`src/rtl/dll_pkg.sv`:
```
package dll_pkg;

    localparam int DESC_WORDS = 5;
    localparam int SLOT_NEXT  = 2;

    typedef enum logic [1:0] {
        ST_IDLE  = 2'd0,
        ST_RUN   = 2'd1,
        ST_FETCH = 2'd2,
        ST_LOAD  = 2'd3
    } ldr_state_t;

endpackage

```
`src/rtl/dll_fsm.sv`:
```
module dll_fsm
    import dll_pkg::*;
#(
    parameter int DATA_W = 32,
    parameter int NWORDS = 5
) (
    input  logic                      clk,
    input  logic                      rst_n,
    input  logic                      sw_start,
    input  logic                      chan_done,
    input  logic [DATA_W-1:0]         next_eff,
    input  logic                      rd_ack,
    input  logic                      rd_err,
    output ldr_state_t                state,
    output logic [$clog2(NWORDS)-1:0] word_idx,
    output logic                      cap_en,
    output logic                      load_en,
    output logic                      chan_en,
    output logic                      rd_req,
    output logic [DATA_W-1:0]         rd_addr,
    output logic                      rd_master,
    output logic                      err_pulse,
    output logic                      chain_end
);
    localparam int                IDX_W    = $clog2(NWORDS);
    localparam logic [IDX_W-1:0]  LAST_IDX = IDX_W'(NWORDS - 1);
    localparam logic [DATA_W-1:0] LOW_MASK = DATA_W'(3);

    ldr_state_t        state_q, state_d;
    logic [IDX_W-1:0]  idx_q;
    logic [DATA_W-1:0] base_q;
    logic              master_q;
    logic              err_q, end_q;
    logic              ptr_zero;

    assign ptr_zero = ((next_eff >> 2) == '0);

    // next-state decision
    always_comb begin
        state_d = state_q;
        unique case (state_q)
            ST_IDLE:  if (sw_start) state_d = ST_RUN;
            ST_RUN:   if (chan_done) state_d = ptr_zero ? ST_IDLE : ST_FETCH;
            ST_FETCH: begin
                if (rd_ack) begin
                    if (rd_err)                 state_d = ST_IDLE;
                    else if (idx_q == LAST_IDX) state_d = ST_LOAD;
                end
            end
            ST_LOAD:  state_d = ST_RUN;
        endcase
    end

    // state register and its companions
    always_ff @(posedge clk or negedge rst_n) begin
        if (!rst_n) begin
            state_q  <= ST_IDLE;
            idx_q    <= '0;
            base_q   <= '0;
            master_q <= 1'b0;
            err_q    <= 1'b0;
            end_q    <= 1'b0;
        end else begin
            state_q <= state_d;
            err_q   <= (state_q == ST_FETCH) && rd_ack && rd_err;
            end_q   <= (state_q == ST_RUN) && chan_done && ptr_zero;
            if ((state_q == ST_RUN) && chan_done && !ptr_zero) begin
                base_q   <= next_eff & ~LOW_MASK;
                master_q <= next_eff[0];
                idx_q    <= '0;
            end else if ((state_q == ST_FETCH) && rd_ack && !rd_err && (idx_q != LAST_IDX)) begin
                idx_q <= idx_q + 1'b1;
            end
        end
    end

    // outputs
    always_comb begin
        chan_en   = 1'b0;
        rd_req    = 1'b0;
        cap_en    = 1'b0;
        load_en   = 1'b0;
        unique case (state_q)
            ST_IDLE:  ;
            ST_RUN:   chan_en = 1'b1;
            ST_FETCH: begin
                rd_req = 1'b1;
                cap_en = rd_ack && !rd_err;
            end
            ST_LOAD:  load_en = 1'b1;
        endcase
        rd_addr   = base_q + DATA_W'({idx_q, 2'b00});
        rd_master = master_q;
        err_pulse = err_q;
        chain_end = end_q;
        state     = state_q;
        word_idx  = idx_q;
    end

    AST_REQ_HOLD: assert property (@(posedge clk) disable iff (!rst_n)
        (rd_req && !rd_ack) |=> (rd_req && $stable(rd_addr))) else $error("request dropped");
    AST_ADDR_ALIGNED: assert property (@(posedge clk) disable iff (!rst_n)
        rd_req |-> (rd_addr[1:0] == 2'b00)) else $error("misaligned read");
    AST_ERR_SINGLE: assert property (@(posedge clk) disable iff (!rst_n)
        err_pulse |=> !err_pulse) else $error("error pulse too long");
    AST_END_SINGLE: assert property (@(posedge clk) disable iff (!rst_n)
        chain_end |=> !chain_end) else $error("end pulse too long");
    AST_END_NO_READ: assert property (@(posedge clk) disable iff (!rst_n)
        chain_end |-> (!rd_req && !chan_en)) else $error("activity at chain end");
endmodule

```
`src/rtl/dll_desc_buf.sv`:
```
module dll_desc_buf #(
    parameter int DATA_W = 32,
    parameter int NWORDS = 5
) (
    input  logic                           clk,
    input  logic                           rst_n,
    input  logic                           cap_en,
    input  logic [$clog2(NWORDS)-1:0]      cap_idx,
    input  logic [DATA_W-1:0]              cap_data,
    output logic [NWORDS-1:0][DATA_W-1:0]  words
);
    localparam int IDX_W = $clog2(NWORDS);

    for (genvar g = 0; g < NWORDS; g++) begin : g_slot
        always_ff @(posedge clk or negedge rst_n) begin
            if (!rst_n)
                words[g] <= '0;
            else if (cap_en && (cap_idx == IDX_W'(g)))
                words[g] <= cap_data;
        end
    end
endmodule

```
`src/rtl/dll_chan_regs.sv`:
```
module dll_chan_regs
    import dll_pkg::*;
#(
    parameter int DATA_W = 32,
    parameter int NWORDS = 5
) (
    input  logic                           clk,
    input  logic                           rst_n,
    input  ldr_state_t                     state,
    input  logic                           sw_wr_en,
    input  logic [2:0]                     sw_wr_sel,
    input  logic [DATA_W-1:0]              sw_wr_data,
    input  logic                           load_en,
    input  logic [NWORDS-1:0][DATA_W-1:0]  load_words,
    output logic [NWORDS-1:0][DATA_W-1:0]  regs,
    output logic [DATA_W-1:0]              next_eff
);
    logic running, idle;
    assign running = (state == ST_RUN);
    assign idle    = (state == ST_IDLE);

    for (genvar g = 0; g < NWORDS; g++) begin : g_reg
        logic hit, allowed;
        assign hit     = sw_wr_en && (sw_wr_sel == 3'(g));
        assign allowed = idle || (running && (g == SLOT_NEXT));
        always_ff @(posedge clk or negedge rst_n) begin
            if (!rst_n)
                regs[g] <= '0;
            else if (load_en)
                regs[g] <= load_words[g];
            else if (hit && allowed)
                regs[g] <= sw_wr_data;
        end
    end

    // a pointer patch landing with done is the one the fetch uses
    assign next_eff = (running && sw_wr_en && (sw_wr_sel == 3'(SLOT_NEXT)))
                      ? sw_wr_data : regs[SLOT_NEXT];

    AST_REGS_FROZEN: assert property (@(posedge clk) disable iff (!rst_n)
        (state == ST_FETCH) |=> $stable(regs)) else $error("registers moved during fetch");
    AST_RUN_ONLY_NEXT: assert property (@(posedge clk) disable iff (!rst_n)
        (running && $past(running)) |-> ($stable(regs[0]) && $stable(regs[1]))) else $error("run write leaked");
endmodule

```
`src/rtl/dll_loader.sv`:
```
module dll_loader
    import dll_pkg::*;
#(
    parameter int DATA_W = 32
) (
    input  logic              clk,
    input  logic              rst_n,
    input  logic              sw_wr_en,
    input  logic [2:0]        sw_wr_sel,
    input  logic [DATA_W-1:0] sw_wr_data,
    input  logic              sw_start,
    input  logic              chan_done,
    output logic              chan_en,
    output logic [DATA_W-1:0] reg_src,
    output logic [DATA_W-1:0] reg_dst,
    output logic [DATA_W-1:0] reg_next,
    output logic [DATA_W-1:0] reg_ctl,
    output logic [DATA_W-1:0] reg_cnt,
    output logic              rd_req,
    output logic [DATA_W-1:0] rd_addr,
    output logic              rd_master,
    input  logic              rd_ack,
    input  logic [DATA_W-1:0] rd_data,
    input  logic              rd_err,
    output logic              err_pulse,
    output logic              chain_end
);
    localparam int NWORDS = DESC_WORDS;
    localparam int IDX_W  = $clog2(NWORDS);

    ldr_state_t                    state;
    logic [IDX_W-1:0]              word_idx;
    logic                          cap_en, load_en;
    logic [NWORDS-1:0][DATA_W-1:0] staged, regs;
    logic [DATA_W-1:0]             next_eff;

    dll_fsm #(.DATA_W(DATA_W), .NWORDS(NWORDS)) u_fsm (
        .clk(clk), .rst_n(rst_n), .sw_start(sw_start), .chan_done(chan_done),
        .next_eff(next_eff), .rd_ack(rd_ack), .rd_err(rd_err),
        .state(state), .word_idx(word_idx), .cap_en(cap_en), .load_en(load_en),
        .chan_en(chan_en), .rd_req(rd_req), .rd_addr(rd_addr), .rd_master(rd_master),
        .err_pulse(err_pulse), .chain_end(chain_end)
    );

    dll_desc_buf #(.DATA_W(DATA_W), .NWORDS(NWORDS)) u_buf (
        .clk(clk), .rst_n(rst_n), .cap_en(cap_en), .cap_idx(word_idx),
        .cap_data(rd_data), .words(staged)
    );

    dll_chan_regs #(.DATA_W(DATA_W), .NWORDS(NWORDS)) u_regs (
        .clk(clk), .rst_n(rst_n), .state(state), .sw_wr_en(sw_wr_en),
        .sw_wr_sel(sw_wr_sel), .sw_wr_data(sw_wr_data), .load_en(load_en),
        .load_words(staged), .regs(regs), .next_eff(next_eff)
    );

    assign reg_src  = regs[0];
    assign reg_dst  = regs[1];
    assign reg_next = regs[2];
    assign reg_ctl  = regs[3];
    assign reg_cnt  = regs[4];

    AST_NO_RUN_WHILE_READ: assert property (@(posedge clk) disable iff (!rst_n)
        rd_req |-> !chan_en) else $error("enabled during fetch");
    AST_ERR_STOPS: assert property (@(posedge clk) disable iff (!rst_n)
        err_pulse |-> (!chan_en && !rd_req)) else $error("active after error");
    AST_ENABLE_AFTER_LOAD: assert property (@(posedge clk) disable iff (!rst_n)
        (chan_en && !$past(chan_en) && !$past(sw_start)) |-> $past(!rd_req)) else $error("enable without load");
endmodule

```
`config.mk`:
```
export PLATFORM = sky130hd
export DESIGN_NAME = dll_loader
export DESIGN_NICKNAME = d
export VERILOG_FILES = /design/src/rtl/dll_pkg.sv /design/src/rtl/dll_fsm.sv /design/src/rtl/dll_desc_buf.sv /design/src/rtl/dll_chan_regs.sv /design/src/rtl/dll_loader.sv
export SDC_FILE = /design/constraint.sdc
export NUM_CORES = 1
export LEC_CHECK = 0
export CORE_MARGIN = 3
export CORE_UTILIZATION = 40
export CTS_CLUSTER_SIZE = 25
export DETAILED_ROUTE_END_ITERATION = 10
export HOLD_SLACK_MARGIN = 0.05
export PLACE_DENSITY = 0.61
export SLEW_MARGIN = 20
export SYNTH_ARGS = -nofsm -noshare
export SYNTH_HDL_FRONTEND = slang
export SYNTH_SLANG_ARGS = --single-unit
export TNS_END_PERCENT = 50
```
`constraint.sdc`:
```
create_clock -name clk -period 2.7 [get_ports clk]
set_clock_uncertainty 0.15 [all_clocks]
set_input_delay 0.54 -clock clk [delete_from_list [all_inputs] [get_ports clk]]
set_output_delay 0.54 -clock clk [all_outputs]
set_load 0.01 [all_outputs]
```
After elaboration in Yosys (flattened, before gate mapping)

Cells that the tools add are included.

Equal/unequal tests: 16
Multiplexer cells: 24
Reduce and logical (&&, ||, !) cells: 39
Add/sub/neg operators: 2

Operators with widths:

| cell                | number |
|---|---|
| $mux 32             | 11 |
| $add 32x5->32       | 1 |
| $logic_not 32->1    | 1 |
| $logic_and 1x1->1   | 25 |
| $eq 3x2->1 const B  | 4 |
| $mux 2              | 6 |
| $reduce_bool 2->1   | 6 |
| $pmux 2 s4          | 1 |
| $eq 3x1->1 const B  | 2 |
| $eq 3x3->1 const B  | 2 |
| $logic_not 3->1     | 2 |
| $mux 3              | 2 |
| $ne 2x2->1 const B  | 3 |
| $eq 2x2->1 const B  | 2 |
| $mux 1              | 4 |
| $reduce_and 4->1    | 1 |
| $add 3x1->3 const B | 1 |
| $ne 3x2->1 const B  | 1 |
| $ne 3x3->1 const B  | 1 |
| $eq 2x1->1 const B  | 1 |
| $logic_not 1->1     | 2 |
| $logic_not 2->1     | 1 |
| $logic_or 1x1->1    | 1 |

Flip-flop bits (word level): 358
Output and inout port bits: 197
Input bits: 74
Logic and storage cells: 97

Longest topological paths before layout

Gate-level depths: netlist of run 1.

Depth after elaboration: 8
Depth in mapped cells: 8

By module

A second synthesis of run 1 with hierarchy kept.

Cells, all modules: 1442
Area total of the unflattened synthesis: 17201.5 um^2

By module, submodules not included:

| module        | instances | area each (um^2) | cells an instance |
|---|---|---|---|
| dll_chan_regs | 1         | 8684.6           | 880 |
| dll_desc_buf  | 1         | 6033.3           | 343 |
| dll_fsm       | 1         | 2483.6           | 219 |

Worst setup path before layout of run 1

No wires, ideal clock.

Kind: register to output
Start point: register u_fsm.idx_q[0] (netlist: u_fsm.word_idx[0])
End point: output port rd_addr[22]
Slack: 0.202 ns
Cell stages (with the launch flop): 8
Buffers on the path: 0
Arrival time: 1.808 ns
Cells stage by stage: dfrtp_1 > ha_1 > fa_1 > a21oi_1 > nor3_1 > nand3_1 > nor3_1 > xor2_1

Longest elaborated chain between the ends: 1

RTL lines:

| what                   | line             | text |
|---|---|---|
| from (decl)            | dll_fsm.sv:30    | `logic [IDX_W-1:0] idx_q;` |
| from (signal assigned) | dll_fsm.sv:72    | `idx_q <= idx_q + 1'b1;` |
| $add 32x5->32          | dll_fsm.sv:92    | `rd_addr = base_q + DATA_W'({idx_q, 2'b00});` |
| to (decl)              | dll_loader.sv:20 | `output logic [DATA_W-1:0] rd_addr,` |

Every way passes these cells.

Worst setup path in the final report of run 1

Start point: register u_fsm.base_q[3]
End point: output port rd_addr[27]

Longest elaborated chain between the ends: 1

RTL lines:

| what                   | line          | text |
|---|---|---|
| from (decl)            | dll_fsm.sv:31 | `logic [DATA_W-1:0] base_q;` |
| from (signal assigned) | dll_fsm.sv:68 | `base_q <= next_eff & ~LOW_MASK;` |
| $add 32x5->32          | dll_fsm.sv:92 |  |

Every way passes these cells.

==> impl_metrics.toml, run 1 <==
[outcome]
outcome = "complete, but fails checks"
violations = "negative setup slack"

[routing]
wl_mm = 49.42
drc = 0
ant_nets = 0
firstDrtPassIters = 4
num_vias = 11722
wl_per_cell_um = 22.31
drt_iter0_markers = 774
vias_per_cell = 5.292

[yosys]
syn_area_mm2 = 0.01603
synth_seq_cells = 358
synth_cell_types = 42
synth_ff_type = "dfrtp_1"
syn-instance-count = 1306
ys_warn_count = 0
synth_area_per_cell_um2 = 12.27
synth_edf_count = 0
seq_area_frac_synth = 0.5590
async_flop_share = 1.000

[final_layout]
final_util = 0.5549
final_common_cell = "dfrtp_1"
nNetsFinal = 1756
final_cell_mix = "dfrtp_1 (357), clkdlybuf4s50_1 (237), mux2_2 (190)"
area_growth_pct = 35.38
drive_above_1_share = 0.2779

[sta]
rsz0062_at_grt = "yes"
drv_slew = 0
hold_violations = 0
slew_headroom = 0.6313
finalSetupViolations = 27
tightest_slew_ns = 0.5479
finalWorstSetupSlack_ns = -0.4500
period_share = 1.167
whs_ns = 0.3230
max_freq_mhz = 317.5
period_needed_ns = 3.150
timing.setup.tns_ns = -8.044

[floorplan]
start_util = 0.4099
fp.dieH_um = 206.2
io-pin-count = 271
die_width_um = 206.2
rows = 72
core-area_mm2 = 0.03910
die_area_mm2 = 0.04250

[critical_path]
startpoint_type = "register"
end_kind = "primary output"
crit-reg2reg-launch = "u_fsm.state[0]"
r2r_end = "u_buf.words[41]"
worstPathArrival_ns = 2.46
endpoint = "rd_addr[27]"
required_ns = 2.01
worstSetupPathType = "reg2out"
rrSetupSlack_ns = 0.27
rr_worst_depth = 8
path_max_fanout = 4
crit_start = "u_fsm.base_q[3]"

[place]
dp_slack_ns = -0.5942
portBuffers = 268
routabilityCongestion = 0.8226
hpwl_mm = 34.12

[grt]
groute.usage.overall = 0.2333
grt_max_degree = 83
antenna_found_initial = 3
gr-total-overflow = 0
grt_pass1_wl_mm = 74.20
grt_pass1_vias = 11743

[clock_network]
cts_made_buffers = 41
cts_tree = "built"
cts_root_buf = "clkbuf_16"
clock_latency_ns = 0.54
cts-htree-levels = 2
clkSlewWorstSetupHoldPaths_ns = 0.06
cts_buffer_depth = 3
cts_sinks = 358

[power_and_ir_drop]
powerDensity_mw_per_mm2 = 972.2
p_seq_frac = 0.394
clockPowerShare = 0.248
p_int_mw = 14.24
power_switching_mw = 6.848
vdd_drop_max_v = 0.0005469
leakage_nw = 10.43
switching_share = 0.3247
share_comb_of_total_power = 0.358

[job]
max_cap_violations = 0

[hold_path]
holdPathStages = 2
min_path_type = "reg2reg"
[critical path, cell delays in order (launching register included)]
cell     delay, ns
dfrtp_1       0.38
buf_6         0.12
ha_4          0.25
a21o_1        0.10
a21o_1        0.21
nand4_1       0.18
buf_4         0.19
buf_4         0.13
nor2_4        0.07
xor2_1        0.13
buf_2         0.14
[cell usage after synthesis (5+ instances only)]
library cell,n,area (um2)
and3_1,5,31.28
buf_1,27,101.4
clkbuf_1,40,150.1
dfrtp_1,358,8959
ha_1,12,150.1
inv_1,9,33.78
mux2_2,190,2140
mux2_4,25,375.4
mux2i_1,167,1672
nand2_1,180,675.7
nand3_1,18,90.09
nand4_1,8,50.05
nor2_1,19,71.32
nor3_1,8,40.04
nor4_1,10,62.56
o21ai_0,161,805.8
xnor2_1,17,148.9
xor2_1,12,105.1
[worst min path at each step]
stage,start,to,slack (ns)
2_1_floorplan,rst_n,u_buf.words[0],0.09
3_3_place_gp,u_buf.words[41],u_regs.regs[41],0.31
3_5_place_dp,u_buf.words[45],u_regs.regs[45],0.31
4_1_cts,u_buf.words[41],u_regs.regs[41],0.32
5_1_grt,u_buf.words[131],u_regs.regs[131],0.34
6_report,u_buf.words[41],u_regs.regs[41],0.32
[per-stage QoR]
stage	power, mW	area (um2)	instances
floorplan	11.68	16030	1307
detailed placement	16.02	20240	2132
CTS	21.28	21590	2210
finish	21.09	21690	2215
global route	22.30	21690	2215
global placement	15.86	20240	2132
[per-layer routing]
metal	GRT usage	up-vias	share of wire
met5	0	-	0
met4	0.07006	0	0.022
met3	0.04316	53	0.059
met2	0.3469	332	0.45
met1	0.3480	6008	0.47
li1	-	5329	-
[power groups by stage]
stage                     logic (mW)  clock network [mW]  registers [mW]
after CTS                       7.61                5.37            8.30
after detailed placement        7.66                   0            8.36
after global routing            8.19                5.60            8.51
after global placement          7.55                   0            8.31
after floorplan                 3.21                   0            8.48
final                           7.56                5.23            8.30
[state kept, by name, indices dropped and copies added, names as in the netlist]
| name | count |
|---|---|
| u_fsm.state | 2 |
| u_regs.regs | 160 |
| u_fsm.base_q | 30 |
| u_fsm.err_pulse | 1 |
| u_fsm.chain_end | 1 |
| u_fsm.word_idx | 3 |
| u_buf.words | 160 |
| u_fsm.rd_master | 1 |
[timing repair]
| action | CTS | global route |
|---|---|---|
| hold endpoints to repair | 43 | 0 |
| hold buffers | 1 | 0 |
| endpoints found under the setup margin | 31 | 29 |
| setup buffers | 8 | 4 |
| resized for setup | 132 | 34 |
| pin swaps | 21 | 24 |
[cell families after synthesis]
group                    after synthesis  share of synthesized area
AND/OR/NAND/NOR                      262                    0.07113
XOR/XNOR                              29                    0.01585
multiplexers                         385                     0.2634
flip-flops                           358                     0.5590
other                                  1                  0.0002340
buffers and inverters                 84                    0.02178
AO/OA/AOI/OAI                        174                    0.05801
adder cells (fa/ha/maj)               13                    0.01062
[final cells by class]
type                            instances  area, um2
Antenna cell                            2      5.005
Clock buffer                           60       1169
Clock inverter                          9      81.33
Fill cell                            3409      17400
Inverter                                9      33.78
Multi-Input combinational cell        865       6995
Sequential cell                       358       8960
Tap cell                              518      648.1
Timing Repair Buffer                  394       3802
Note: power is estimated with default switching activity, not from simulation.
==> run 2: changes to the inputs <==
--- a/config.mk
+++ b/config.mk
@@ -5,13 +5,15 @@
 export SDC_FILE = /design/constraint.sdc
 export NUM_CORES = 1
 export LEC_CHECK = 0
+export CELL_PAD_IN_SITES_DETAIL_PLACEMENT = 1
+export CELL_PAD_IN_SITES_GLOBAL_PLACEMENT = 1
 export CORE_MARGIN = 3
 export CORE_UTILIZATION = 40
 export CTS_CLUSTER_SIZE = 25
 export DETAILED_ROUTE_END_ITERATION = 10
 export HOLD_SLACK_MARGIN = 0.05
-export PLACE_DENSITY = 0.61
-export SLEW_MARGIN = 20
+export PLACE_DENSITY = 0.74
+export SLEW_MARGIN = 0
 export SYNTH_ARGS = -nofsm -noshare
 export SYNTH_HDL_FRONTEND = slang
 export SYNTH_SLANG_ARGS = --single-unit
==> impl_metrics.toml, run 2 (synthesis gave the netlist of run 1 again) <==
[final_layout]
final_cell_mix = "dfrtp_1 (356), clkdlybuf4s50_1 (237), mux2_2 (190)"
fin_cells = 2220
final_util = 0.5586
antenna_cells = 0
finalInstanceArea_mm2 = 0.02184
final_common_cell = "dfrtp_1"
drive_above_1_share = 0.2938
nNetsFinal = 1759
reg_top3 = "u_buf.words x160, u_regs.regs x160, u_fsm.base_q x30"
area_growth_pct = 36.28

[critical_path]
path_max_fanout = 4
startpoint_type = "register"
rrSetupSlack_ns = 0.23
crit-reg2reg-launch = "u_fsm.state[0]"
worstSetupPathType = "reg2out"
worstPathArrival_ns = 2.32
critical-path-top-delay-family = "adder cells"
slowest_delay_ns = 0.41
crit_chain = "ha_4 -> fa_2 -> a21oi_4 -> nor3_4 -> and3_4 -> nand3_2 -> xnor2_1 -> buf_2"
crit_slowest_cell = "dfrtp_1"
end_kind = "primary output"
rr_worst_depth = 8
r2r_end = "u_buf.words[24]"
worst-path-buf-inv = 1
required_ns = 2.01

[hold_path]
min_path_type = "reg2reg"
min_from = "u_buf.words[151]"
min_to = "u_regs.regs[151]"
holdPathStages = 2

[floorplan]
die_width_um = 206.2
io-pin-count = 271
die_area_mm2 = 0.04250
core-area_mm2 = 0.03910
fp.dieH_um = 206.2
start_util = 0.4099
rows = 72

[outcome]
violations = "negative setup slack"
outcome = "complete, but fails checks"

[clock_network]
cts_sinks = 358
cts_root_buf = "clkbuf_16"
clock_latency_ns = 0.54
cts-htree-levels = 2
cts_made_buffers = 40
cts_buffer_depth = 3
clkSlewWorstSetupHoldPaths_ns = 0.06
cts_tree = "built"

[sta]
drv_slew = 0
period_needed_ns = 3.011
tightest_slew_ns = 0.5280
hold_violations = 0
timing.setup.tns_ns = -5.862
finalSetupViolations = 27
slew_headroom = 0.6480
max_freq_mhz = 332.1
finalWorstSetupSlack_ns = -0.3108
whs_ns = 0.3126
rsz0062_at_grt = "yes"
period_share = 1.115

[grt]
grt_max_degree = 86
antenna_found_initial = 0
grt_pass1_vias = 12774
grt.busiest_layer = "met2"
use_met1 = 0.3528
grt_pass1_wl_mm = 80.45
groute.usage.overall = 0.2497
gr-total-overflow = 0
gr-usage-met2 = 0.4059
grt_util_met3 = 0.03780

[place]
place_inst = 2133
dp_slack_ns = -0.6201
routabilityCongestion = 0.8083
hpwl_mm = 36.87
portBuffers = 268
place_area_mm2 = 0.02025

[routing]
wl_per_cell_um = 24.12
num_vias = 11844
drt_iter0_markers = 536
drc = 0
vias_per_cell = 5.335
firstDrtPassIters = 4
ant_nets = 0
wl_mm = 53.55

[job]
max_cap_violations = 0

[power_and_ir_drop]
powerDensity_mw_per_mm2 = 995.0
power_mw = 21.73
vdd_drop_max_v = 0.0004953
leakage_nw = 10.49
run 2: cell types whose count changed in the layout (fill, tap and decap cells not counted), moves of 3 or more:
cell,previous run,this run
clkbuf_1,13,4
clkinv_2,7,12
buf_4,95,101
clkbuf_8,5,10
nor2_2,1,7
nor2_4,7,4
nor2_1,11,8
run 2: power breakdown:
part           switching, mW  internal (mW)
Combinational           3.65           4.13
Sequential              1.32           7.07
Clock                   2.22           3.34
run 2: layer usage:
metal,share of wire,vias to the layer above
met3,0.045,73
met5,0,-
met2,0.48,286
met1,0.46,6172
met4,0.023,0
li1,-,5313
run 2: worst max-delay path by stage:
stage / from / cells after the start / slack (ns) / endpoint
finish: u_fsm.word_idx[0] / 8 / -0.31 / rd_addr[30]
global route: u_fsm.base_q[18] / 8 / -0.44 / rd_addr[29]
floorplan: u_fsm.word_idx[0] / 7 / 0.20 / rd_addr[22]
global placement: u_fsm.base_q[2] / 8 / -0.54 / rd_addr[22]
detailed placement: u_fsm.word_idx[0] / 8 / -0.62 / rd_addr[22]
CTS: u_fsm.word_idx[0] / 9 / -0.37 / rd_addr[20]
run 2: what timing repair did:
item                                   4_1_cts  5_1_grt
setup endpoints to repair                   31       33
gates resized for setup                    150       22
endpoints found under the hold margin       47        0
setup buffers                               13        2
hold buffers                                 1        0
pin swaps                                   25       13
run 2: final cells by class:
class                           instances  area (um2)
Fill cell                            4038       17260
Sequential cell                       358        8961
Multi-Input combinational cell        865        7025
Clock buffer                           55        1179
Tap cell                              518       648.1
Timing Repair Buffer                  398        3825
Inverter                                9       33.78
Clock inverter                         17       167.7
run 2: worst register-to-register path, stage by stage, from the launching register on:
cell and delay [ns]:
dfrtp_2 0.49, inv_1 0.12, ha_2 0.25, nor2b_1 0.31, nand2_1 0.18, nor2_2 0.21
nand2_2 0.12, buf_4 0.22, mux2_2 0.31
